File: config.mk
export PLATFORM = sky130hd
export DESIGN_NAME = frame_master_tx_gen
export DESIGN_NICKNAME = d
export VERILOG_FILES = /design/src/rtl/fmtx_pkg.sv /design/src/rtl/fmtx_pos_counter.sv /design/src/rtl/fmtx_oh_map.sv /design/src/rtl/fmtx_merge.sv /design/src/rtl/frame_master_tx_gen.sv
export SDC_FILE = /design/constraint.sdc
export NUM_CORES = 1
export LEC_CHECK = 0
export ABC_AREA = 1
export BUFFER_PORTS_ARGS = -buffer_cell sky130_fd_sc_hd__buf_2
export CAP_MARGIN = 0
export CORE_MARGIN = 2
export CORE_UTILIZATION = 40
export CTS_CLUSTER_SIZE = 14
export DETAILED_ROUTE_END_ITERATION = 16
export MAX_ROUTING_LAYER = met4
export PLACE_DENSITY_LB_ADDON = 0.08
export SLEW_MARGIN = 10
export SYNTH_ARGS = -nofsm -noshare
export SYNTH_HDL_FRONTEND = slang
export SYNTH_SLANG_ARGS = --single-unit
File: constraint.sdc
create_clock -name clk -period 1.9 [get_ports clk]
set_input_delay 0.38 -clock clk [delete_from_list [all_inputs] [get_ports clk]]
set_output_delay 0.38 -clock clk [all_outputs]
set_load 0.02 [all_outputs]
File: src/rtl/fmtx_pkg.sv
`timescale 1ns/1ps
package fmtx_pkg;

   typedef enum logic {
      SRC_PAYLOAD  = 1'b0,
      SRC_OVERHEAD = 1'b1
   } fmtx_src_e;

   // highest slot touched by an overhead list of the given shape
   function automatic int unsigned oh_last_slot(input int unsigned start,
                                                input int unsigned count,
                                                input int unsigned stride);
      return start + (count - 1) * stride;
   endfunction

endpackage

File: src/rtl/fmtx_pos_counter.sv
`timescale 1ns/1ps
module fmtx_pos_counter #(
   parameter int unsigned FRAME_LEN = 1536,
   parameter int unsigned POS_W     = 11
) (
   input  logic             clk,
   input  logic             rst,
   output logic [POS_W-1:0] pos,
   output logic [POS_W-1:0] pos_ahead,
   output logic             at_last
);

   localparam logic [POS_W-1:0] LAST_POS = POS_W'(FRAME_LEN - 1);

   logic [POS_W-1:0] pos_q;

   always_comb begin
      at_last   = (pos_q == LAST_POS);
      pos_ahead = at_last ? '0 : pos_q + POS_W'(1);
   end

   always_ff @(posedge clk) begin
      if (rst) pos_q <= '0;
      else     pos_q <= pos_ahead;
   end

   assign pos = pos_q;

endmodule

File: src/rtl/fmtx_oh_map.sv
`timescale 1ns/1ps
module fmtx_oh_map #(
   parameter int unsigned POS_W     = 11,
   parameter int unsigned OH_START  = 0,
   parameter int unsigned OH_COUNT  = 12,
   parameter int unsigned OH_STRIDE = 1
) (
   input  logic [POS_W-1:0] pos,
   output logic             hit
);

   localparam int unsigned OH_END = OH_START + (OH_COUNT - 1) * OH_STRIDE;

   generate
      if (OH_STRIDE == 1 && OH_START == 0) begin : g_low_range
         assign hit = (pos <= POS_W'(OH_END));
      end else if (OH_STRIDE == 1) begin : g_range
         assign hit = (pos >= POS_W'(OH_START)) && (pos <= POS_W'(OH_END));
      end else begin : g_sparse
         logic [OH_COUNT-1:0] hit_vec;
         for (genvar k = 0; k < OH_COUNT; k++) begin : g_slot
            localparam int unsigned SLOT = OH_START + k * OH_STRIDE;
            assign hit_vec[k] = (pos == POS_W'(SLOT));
         end
         assign hit = |hit_vec;
      end
   endgenerate

endmodule

File: src/rtl/fmtx_merge.sv
`timescale 1ns/1ps
module fmtx_merge
   import fmtx_pkg::*;
(
   input  logic      clk,
   input  logic      rst,
   input  fmtx_src_e src,
   input  logic      pay_in,
   input  logic      oh_bit_in,
   output logic      ser_out
);

   logic ser_q;

   always_ff @(posedge clk) begin
      if (rst) ser_q <= 1'b0;
      else     ser_q <= (src == SRC_OVERHEAD) ? oh_bit_in : pay_in;
   end

   assign ser_out = ser_q;

endmodule

File: src/rtl/frame_master_tx_gen.sv
`timescale 1ns/1ps
module frame_master_tx_gen
   import fmtx_pkg::*;
#(
   parameter int unsigned FRAME_LEN = 1536,
   parameter int unsigned OH_START  = 0,
   parameter int unsigned OH_COUNT  = 12,
   parameter int unsigned OH_STRIDE = 1
) (
   input  logic clk,
   input  logic rst,
   input  logic pay_in,
   input  logic oh_bit_in,
   output logic frame_strobe,
   output logic oh_warn,
   output logic ser_out
);

   localparam int unsigned POS_W = (FRAME_LEN > 2) ? $clog2(FRAME_LEN) : 1;

   generate
      if (FRAME_LEN < 2) begin : g_bad_len
         $error("frame_master_tx_gen: FRAME_LEN must be at least 2");
      end
      if (OH_COUNT < 1 || OH_STRIDE < 1) begin : g_bad_list
         $error("frame_master_tx_gen: OH_COUNT and OH_STRIDE must be at least 1");
      end
      if (oh_last_slot(OH_START, OH_COUNT, OH_STRIDE) >= FRAME_LEN) begin : g_bad_fit
         $error("frame_master_tx_gen: overhead list runs past the frame end");
      end
   endgenerate

   logic [POS_W-1:0] cur_pos;
   logic [POS_W-1:0] next_pos;
   logic             last_slot;
   logic             oh_now;
   logic             oh_next;
   fmtx_src_e        src_sel;

   fmtx_pos_counter #(
      .FRAME_LEN (FRAME_LEN),
      .POS_W     (POS_W)
   ) pos_i (
      .clk       (clk),
      .rst       (rst),
      .pos       (cur_pos),
      .pos_ahead (next_pos),
      .at_last   (last_slot)
   );

   fmtx_oh_map #(
      .POS_W     (POS_W),
      .OH_START  (OH_START),
      .OH_COUNT  (OH_COUNT),
      .OH_STRIDE (OH_STRIDE)
   ) map_now_i (
      .pos (cur_pos),
      .hit (oh_now)
   );

   fmtx_oh_map #(
      .POS_W     (POS_W),
      .OH_START  (OH_START),
      .OH_COUNT  (OH_COUNT),
      .OH_STRIDE (OH_STRIDE)
   ) map_next_i (
      .pos (next_pos),
      .hit (oh_next)
   );

   assign src_sel = oh_now ? SRC_OVERHEAD : SRC_PAYLOAD;

   fmtx_merge merge_i (
      .clk       (clk),
      .rst       (rst),
      .src       (src_sel),
      .pay_in    (pay_in),
      .oh_bit_in (oh_bit_in),
      .ser_out   (ser_out)
   );

   assign frame_strobe = !rst && last_slot;
   assign oh_warn      = !rst && oh_next;

endmodule

==> impl_metrics.csv, run 1 <==
group,metric,value,unit
outcome,outcome,"finished, violations left",
outcome,violations,"negative setup slack",
die,start_util,41.4,%
placement,pre_cts_slack,0.0733,ns
die,core,0.00169,mm^2
clock_network,clk_latency,0.27,ns
yosys,async_flop_share,0,%
routing,drt-pass1-iter-count,5,
critical_path,cp.arrival,1.71,ns
routing,wl,1.63,mm
clock_network,cts_tree,"built",
yosys,ys_types,23,
routing,drt-wirelength-per-cell,12.2,um
sta,rsz0062_at_grt,"yes",
sta,max_slew_margin,71.9,%
critical_path,r2r_start,"pos_i.pos[0]",
grt,grt_overflow,0,
clock_network,root_buffer,"clkbuf_4",
critical_path,critPathMaxStageDelay,0.36,ns
sta,worstMarginPinSlew,0.418,ns
die,dieHeight,45.8,um
yosys,synth_commonest_cells,"nand2_1 (19), nor2_1 (18), dfxtp_1 (12), nand3_1 (10), nor3_1 (7)",
clock_network,clk_pin_slew_worst_paths,0.08,ns
sta,skew,0.00826,ns
yosys,synth_seq_cells,12,
layout,fin_nets,125,
clock_network,htree_levels,1,
yosys,synthMuxAreaShare,0,%
clock_network,cts_sinks,12,
placement,portBuffers,6,
routing,drc,0,
critical_path,worstPathCellList,"ha_4, nand2_4, nor2_4, nand3_4, nand2_2, nor2_1, nor2_1, nand2_1, nor2_1, buf_4",
placement,place_hpwl,1.17,mm
die,row_count,15,
critical_path,crit_buf_inv,1,
yosys,synth_edf_count,0,
grt,grt_usage,18.1,%
yosys,synth_compound_area_share,6.98,%
grt,grt_pass1_wl,2.65,mm
grt,grt_max_degree,14,
sta,maxSlewViolCount,0,
power,vdd_ir_drop_max,0.000263,V
worst_hold_path,hold_path_class,"in -> reg",
layout,antenna_cells,0,
clock_network,cts_hold_buf,0,
yosys,yosysWarnings,0,
yosys,synth_adder_area_share,3.58,%
critical_path,cp-start-kind,"flip-flop",
clock_network,numCtsBuffers,3,
critical_path,crit_start,"pos_i.pos[0]",
yosys,avgSynthCellArea,6.99,um^2
die,io_pins,7,
critical_path,path_delay_family,"simple AND/OR/NAND/NOR gates",
critical_path,crit_path_end_kind,"output port",
layout,post-route-util,52.8,%
sta,worst_slack,-0.188,ns
layout,layout-drive-gt1-share,36.8,%
yosys,ys.flop_type,"dfxtp_1",
grt,antenna_found_initial,0,
yosys,yosysTopAreaCellShare,34.3,%
run,drv_cap,0,
sta,setup_viol_count_final,2,
yosys,synth_top_family_by_area,"simple AND/OR/NAND/NOR gates",
yosys,yosysTopAreaCell,"dfxtp_1",
routing,drt-vias-per-instance,5.31,
critical_path,worstPathRequired,1.52,ns
layout,nFillCells,177,
placement,place_congestion,0.846,
sta,hold_ws,0.342,ns
critical_path,critPathSlowestCell,"dfxtp_2",
worst_hold_path,hold_start,"pay_in",
sta,clock.fmax,479,MHz
routing,initialDrtViolationCount,37,
die,dieWidth,45.8,um
critical_path,cp_max_fo,6,
yosys,ys_seq_area_share,34.3,%
yosys,synth-simple-area-share,46.3,%
yosys,synth-xor-area-share,3.76,%
power,p_leak,0.398,nW
power,p_per_area,534,mW/mm^2
grt,grt_pass1_vias,640,
sta,fin_crit_sh,110,%
yosys,yosysMostFrequentCell,"nand2_1",
sta,hold_viol,0,
critical_path,crit_type,"reg -> out",
yosys,syn_nets,106,
critical_path,crit_top_cell,"nor2_1",
routing,ant_nets,0,
sta,finalCriticalPeriod,2.09,ns
yosys,synth.area.top_cells,"dfxtp_1 (34%), nand2_1 (10%), nor2_1 (9.7%)",
sta,tns,-0.222,ns
clock_network,max-clock-path-buffers,2,
yosys,netlist_instances,100,
layout,area_delta_synth_final,27.5,%
die,fp.dieArea,0.00210,mm^2
routing,vias,711,
yosys,synth_area,699,um^2
==> worst reg2reg max path, stage by stage, from the launching register on <==
cell     delay [ns]
dfxtp_2        0.36
ha_4           0.16
nand2_4        0.08
nor2_4         0.13
nand3_4        0.14
nand2_2        0.12
buf_4          0.10
nor3_1         0.03
==> worst paths after layout <==
path	endpoint	slack [ns]	cells past startpoint
hold / removal	merge_i.ser_out	0.34	3
setup / recovery	oh_warn	-0.19	10
hold reg to reg	pos_i.pos[0]	0.56	2
setup reg to reg	pos_i.pos[9]	0.66	7
==> flip-flops by register name, summed over array words and instances, names as in the netlist <==
signal	cells
pos_i.pos	11
merge_i.ser_out	1
==> metal layers <==
metal | GRT usage (%) | vias to the layer above | routed length, um
met5 | - | - | 0
li1 | - | 360 | -
met3 | 3.97 | 4 | 66
met1 | 22.2 | 333 | 767
met4 | 7.43 | 0 | 18
met2 | 28.5 | 14 | 778
==> timing repair <==
| action | 4_1_cts | 5_1_grt |
|---|---|---|
| buffers inserted | 3 | 1 |
| gates resized for setup | 11 | 8 |
| setup endpoints to repair | 1 | 2 |
| pin swaps | 7 | 6 |
==> cells by family after synthesis <==
group,count (synthesis)
compound gates,8
xor+xnor,3
fa+ha+maj,2
buf+inv,9
flops,12
simple gates,66
==> final cells by class <==
class / instances / area (um^2) / share of cell area, %
tap: 17 / 21.3 / 2.38
sequential: 12 / 249 / 27.9
clock buffer: 3 / 22.5 / 2.52
inverter: 8 / 35.0 / 3.93
timing repair buffer: 15 / 103 / 11.5
multi-input combinational: 79 / 462 / 51.8
==> power by group <==
part | total (mW) | leakage, nW | internal, mW | switching (mW)
Combinational | 0.0524 | 0.283 | 0.0241 | 0.0283
Sequential | 0.266 | 0.101 | 0.259 | 0.00718
Clock | 0.158 | 0.0138 | 0.0732 | 0.0847
Total | 0.477 | 0.398 | 0.356 | 0.120
==> metrics by stage <==
stage	area (um^2)	instances	total power [mW]
6_report	892	134	0.477
5_1_grt	892	134	0.494
4_1_cts	866	133	0.477
3_5_place_dp	785	127	0.319
3_3_place_gp	785	127	0.318
2_1_floorplan	699	100	0.297
==> layout by cell type (no fill, tap or decap), types with 2 or more instances in the layout <==
master and n:
nand3_1 10, xor2_1 2, nor2_4 4, nor2_2 3
a21oi_1 4, nor3_1 7, dfxtp_2 7, buf_4 11
o21bai_1 2, nand2_2 4, inv_1 6, dfxtp_1 5
clkbuf_4 3, buf_2 4, nor2_1 17, nand2_1 16
No activity file was read; power rests on OpenSTA's default activity.
==> run 2, diff against run 1 <==
CORE_UTILIZATION = 45   (was 40)
==> run 2 against run 1 <==
  * The run still ends with negative setup slack left
  * Die area fell by 10%
  * Sequential cell count unchanged
  * Maximum frequency rose by 1.5%
  * Combinational power grew 1%
  * Clock skew is 0.0024 ns lower
  * Wire length shrank 3.7%
  * Utilization is 8.3 points higher
  * Register-to-register slack about the same
  * Cell area rose by 2.0%
  * Via count fell by 2.8%
  * Critical path type unchanged
  * Largest cell class unchanged
==> impl_metrics.csv, run 2 (synthesis gave the netlist of run 1 again) <==
group,metric,value,unit
critical_path,crit_type,"reg -> out",
die,row_count,14,
outcome,outcome,"finished, violations left",
clock_network,clk_pin_slew_worst_paths,0.08,ns
worst_hold_path,hold_path_class,"in -> reg",
critical_path,worstPathRequired,1.52,ns
critical_path,cp_max_fo,3,
sta,rsz0062_at_grt,"yes",
grt,antenna_found_initial,0,
placement,place_congestion,0.845,
power,p_per_area,585,mW/mm^2
layout,layout-drive-gt1-share,38.1,%
placement,pre_cts_slack,0.0801,ns
grt,grt_pass1_vias,611,
clock_network,max-clock-path-buffers,2,
sta,hold_viol,0,
layout,area_delta_synth_final,30.1,%
die,core,0.00149,mm^2
sta,max_slew_margin,71.8,%
placement,dp_cells,125,
critical_path,cp.arrival,1.68,ns
die,io_pins,7,
run,drv_cap,0,
clock_network,root_buffer,"clkbuf_4",
routing,vias,691,
die,fp.dieArea,0.00189,mm^2
layout,fin_cells,134,
die,dieHeight,43.4,um
critical_path,crit_path_end_kind,"output port",
clock_network,htree_levels,1,
placement,portBuffers,6,
clock_network,cts_tree,"built",
outcome,violations,"negative setup slack",
power,vdd_ir_drop_max,0.000420,V
routing,initialDrtViolationCount,13,
routing,drc,0,
grt,grt_max_degree,14,
sta,setup_viol_count_final,2,
clock_network,cts_sinks,12,
clock_network,clk_latency,0.28,ns
sta,maxSlewViolCount,0,
routing,wl,1.57,mm
routing,drt-vias-per-instance,5.16,
sta,worst_slack,-0.156,ns
routing,ant_nets,0,
layout,antenna_cells,0,
placement,place_hpwl,1.14,mm
layout,largest_reg_flops,11,
clock_network,numCtsBuffers,3,
layout,regMostFlops,"pos_i.pos",
grt,grt_overflow,0,
sta,finalCriticalPeriod,2.06,ns
power,p_leak,0.406,nW
sta,fin_crit_sh,108,%
routing,drt-wirelength-per-cell,11.7,um
layout,fin_nets,125,
grt,grt_pass1_wl,2.65,mm
grt,grt_usage,19.8,%
sta,clock.fmax,486,MHz
die,dieWidth,43.4,um
die,start_util,47.0,%
layout,layout_commonest_cell,"nor2_1",
critical_path,cp-start-kind,"flip-flop",
layout,layout_common_cells,"nor2_1 (17), nand2_1 (16), nand3_1 (10), buf_4 (10), dfxtp_2 (8)",
sta,skew,0.00582,ns
sta,worstMarginPinSlew,0.419,ns
routing,drt-pass1-iter-count,4,
run 2: cell count changes in the layout (fill, tap and decap cells not counted):
| cell | before | now |
|---|---|---|
| dfxtp_1 | 5 | 4 |
| buf_6 | 0 | 1 |
| dfxtp_2 | 7 | 8 |
| buf_4 | 11 | 10 |
| clkbuf_8 | 0 | 1 |
run 2: power by group:
| part | leakage [nW] | internal (mW) | switching, mW |
|---|---|---|---|
| sequential | 0.101 | 0.259 | 0.00746 |
| clock | 0.0210 | 0.117 | 0.0961 |
| combinational | 0.283 | 0.0242 | 0.0288 |
run 2: path summary, 6_finish.rpt:
check	cells past startpoint	slack, ns	startpoint	endpoint
min	3	0.34	pay_in	merge_i.ser_out
max	10	-0.16	pos_i.pos[1]	oh_warn
max reg2reg	7	0.67	pos_i.pos[1]	merge_i.ser_out
min reg2reg	2	0.56	pos_i.pos[0]	pos_i.pos[0]
run 2: final cells by class:
class / instances / area [um^2]
clock buffer: 4 / 36.3
timing repair buffer: 15 / 106
sequential: 12 / 250
multi-input combinational: 79 / 462
fill: 141 / 579
inverter: 8 / 35.0
tap: 16 / 20.0
run 2: repair_timing:
action                                  CTS  global route
endpoints found under the setup margin    2             2
hold buffers                              0             0
resized for setup                        10            11
setup buffers                             4             1
pin swaps                                 7             1
run 2: metal layers:
layer | wire length (um) | track usage (%)
met5 | 0 | -
met4 | 48 | 12.7
met3 | 52 | 2.50
met1 | 785 | 27.8
met2 | 683 | 26.6
run 2: metrics by stage:
step | instance area, um^2 | setup TNS (ns) | hold slack (ns) | util, % | power, mW
after floorplan | 699 | 0 | 0.458 | - | 0.297
after global placement | 776 | 0 | 0.549 | 52.1 | 0.318
after detailed placement | 776 | 0 | 0.549 | 52.1 | 0.318
after CTS | 876 | -0.183 | 0.335 | 58.8 | 0.535
after global routing | 910 | -0.369 | 0.339 | 61.1 | 0.552
final | 910 | -0.162 | 0.336 | 61.1 | 0.532
run 2: critical path, cell delays in order (launching register included):
cell,delay (ns)
dfxtp_2,0.36
ha_4,0.16
nand2_4,0.06
nor2_2,0.15
nand2_1,0.07
nand2_1,0.08
nand3_1,0.10
nor2_1,0.11
nand2_1,0.06
nor2_1,0.10
buf_4,0.14
==> run 3, diff against run 2 <==
==> constraint.sdc (replaced) <==
create_clock -name clk -period 1.9 [get_ports clk]
set_input_delay 0.38 -clock clk [delete_from_list [all_inputs] [get_ports clk]]
set_output_delay 0.38 -clock clk [all_outputs]
set_load 0.01 [all_outputs]
==> run 3 against run 2 <==
  * The run still ends with negative setup slack left
  * Cell area is 5.6% lower
  * Maximum frequency is 0.94% lower
  * Sequential share of layout area is 1.4 points higher
  * Clock skew is 0.0054 ns lower
  * Hold slack better by 0.014 ns
==> impl_metrics.csv, run 3 (synthesis gave the netlist of run 1 again) <==
group,metric,value,unit
sta,maxSlewViolCount,0,
critical_path,crit_buf_inv,1,
grt,grt_overflow,0,
layout,post-route-util,57.6,%
die,fp.dieArea,0.00189,mm^2
placement,place_congestion,0.842,
critical_path,r2r_end,"pos_i.pos[10]",
routing,drc,0,
routing,initialDrtViolationCount,14,
outcome,violations,"negative setup slack",
worst_hold_path,hold_path_class,"in -> reg",
run,drv_cap,0,
outcome,outcome,"finished, violations left",
critical_path,crit_top_cell,"nor2_1",
routing,wl,1.57,mm
routing,drt-pass1-iter-count,4,
sta,worstMarginPinSlew,0.421,ns
clock_network,htree_levels,1,
critical_path,critical_path_cell_count,10,
sta,hold_viol,0,
placement,dp_cells,125,
critical_path,r2r_start,"pos_i.pos[0]",
sta,fin_crit_sh,109,%
layout,fin_nets,122,
layout,regMostFlops,"pos_i.pos",
placement,pre_cts_slack,0.0625,ns
die,io_pins,7,
critical_path,r2r_cells,6,
clock_network,clk_latency,0.27,ns
grt,grt_usage,19.2,%
layout,layout_common_cells,"nor2_1 (17), nand2_1 (16), nand3_1 (9), dfxtp_1 (8), nor3_1 (7)",
die,row_count,14,
layout,antenna_cells,0,
critical_path,worstPathCellList,"ha_4, nand2_4, nor2_4, nand3_4, nand2_2, nor2_1, nor2_1, nand2_1, nor2_1, buf_2",
die,core,0.00149,mm^2
clock_network,max-clock-path-buffers,2,
critical_path,cp_max_fo,6,
routing,drt-vias-per-instance,5.42,
critical_path,worstPathRequired,1.52,ns
critical_path,path_delay_family,"simple AND/OR/NAND/NOR gates",
sta,rsz0062_at_grt,"yes",
critical_path,cp-start-kind,"flip-flop",
critical_path,critPathMaxStageDelay,0.37,ns
layout,largest_reg_flops,11,
routing,ant_nets,0,
power,p_leak,0.383,nW
die,dieHeight,43.4,um
sta,max_slew_margin,71.7,%
sta,worst_slack,-0.176,ns
die,start_util,47.0,%
critical_path,crit_path_end_kind,"output port",
layout,layout-drive-gt1-share,33.3,%
sta,skew,0.000446,ns
clock_network,root_buffer,"clkbuf_4",
critical_path,cp-endpoint,"oh_warn",
critical_path,r2r_setup_slack,0.72,ns
sta,finalCriticalPeriod,2.08,ns
sta,clock.fmax,482,MHz
placement,place_hpwl,1.11,mm
power,p_per_area,561,mW/mm^2
die,dieWidth,43.4,um
clock_network,cts_sinks,12,
critical_path,critPathSlowestCell,"dfxtp_4",
power,vdd_ir_drop_max,0.000354,V
grt,grt_pass1_vias,624,
critical_path,cp.arrival,1.70,ns
clock_network,numCtsBuffers,3,
routing,drt-wirelength-per-cell,12.1,um
grt,grt_pass1_wl,2.58,mm
routing,vias,704,
sta,tns,-0.240,ns
layout,layout_commonest_cell,"nor2_1",
layout,area_delta_synth_final,22.7,%
clock_network,cts_tree,"built",
placement,portBuffers,6,
grt,grt_max_degree,14,
critical_path,crit_start,"pos_i.pos[0]",
layout,nFillCells,149,
grt,antenna_found_initial,0,
sta,setup_viol_count_final,2,
clock_network,clk_pin_slew_worst_paths,0.07,ns
critical_path,crit_type,"reg -> out",
layout,fin_cells,130,
sta,hold_ws,0.350,ns
## run 3: worst min path at each step
stage                             from               to  cells past startpoint  slack, ns
after floorplan                    rst    pos_i.pos[10]                      1       0.46
after global placement    pos_i.pos[0]     pos_i.pos[0]                      2       0.55
after detailed placement  pos_i.pos[0]     pos_i.pos[0]                      2       0.56
after CTS                       pay_in  merge_i.ser_out                      3       0.35
after global routing            pay_in  merge_i.ser_out                      3       0.35
final                           pay_in  merge_i.ser_out                      3       0.35
## run 3: power by group
part           internal [mW]  total, mW  switching, mW
clock network         0.0734      0.160         0.0868
logic                 0.0271     0.0550         0.0279
registers              0.258      0.266        0.00795
## run 3: repair_timing
action	in CTS	in global routing
gates cloned	0	0
endpoints found under the setup margin	2	1
buffers inserted	0	2
pin swaps	1	8
gates resized for setup	4	11
hold buffers	0	0
## run 3: worst min-delay path, cell delays in order
cell and delay, ns:
buf_2 0.10, nand2_1 0.06, a21oi_1 0.05
## run 3: layout make-up
type                       count  area [um^2]  area share (%)
inverter                       8         32.5            3.79
timing repair buffer          12         78.8            9.18
tap                           16         20.0            2.33
multi-input combinational     79          457            53.2
sequential                    12          248            28.9
clock buffer                   3         22.5            2.62
## run 3: through the flow
stage	cell area, um^2	power [mW]
2_1_floorplan	699	0.295
3_3_place_gp	776	0.315
3_5_place_dp	776	0.315
4_1_cts	813	0.480
5_1_grt	858	0.508
6_report	858	0.482
## run 3: layer usage
layer  GRT usage, %  vias up  share of wire [%]
met4           12.7        0                1.7
met2           27.8       21                 46
met5              -        -                  0
met1           24.2      323                 47
met3           3.75        4                4.6
li1               -      356                  -
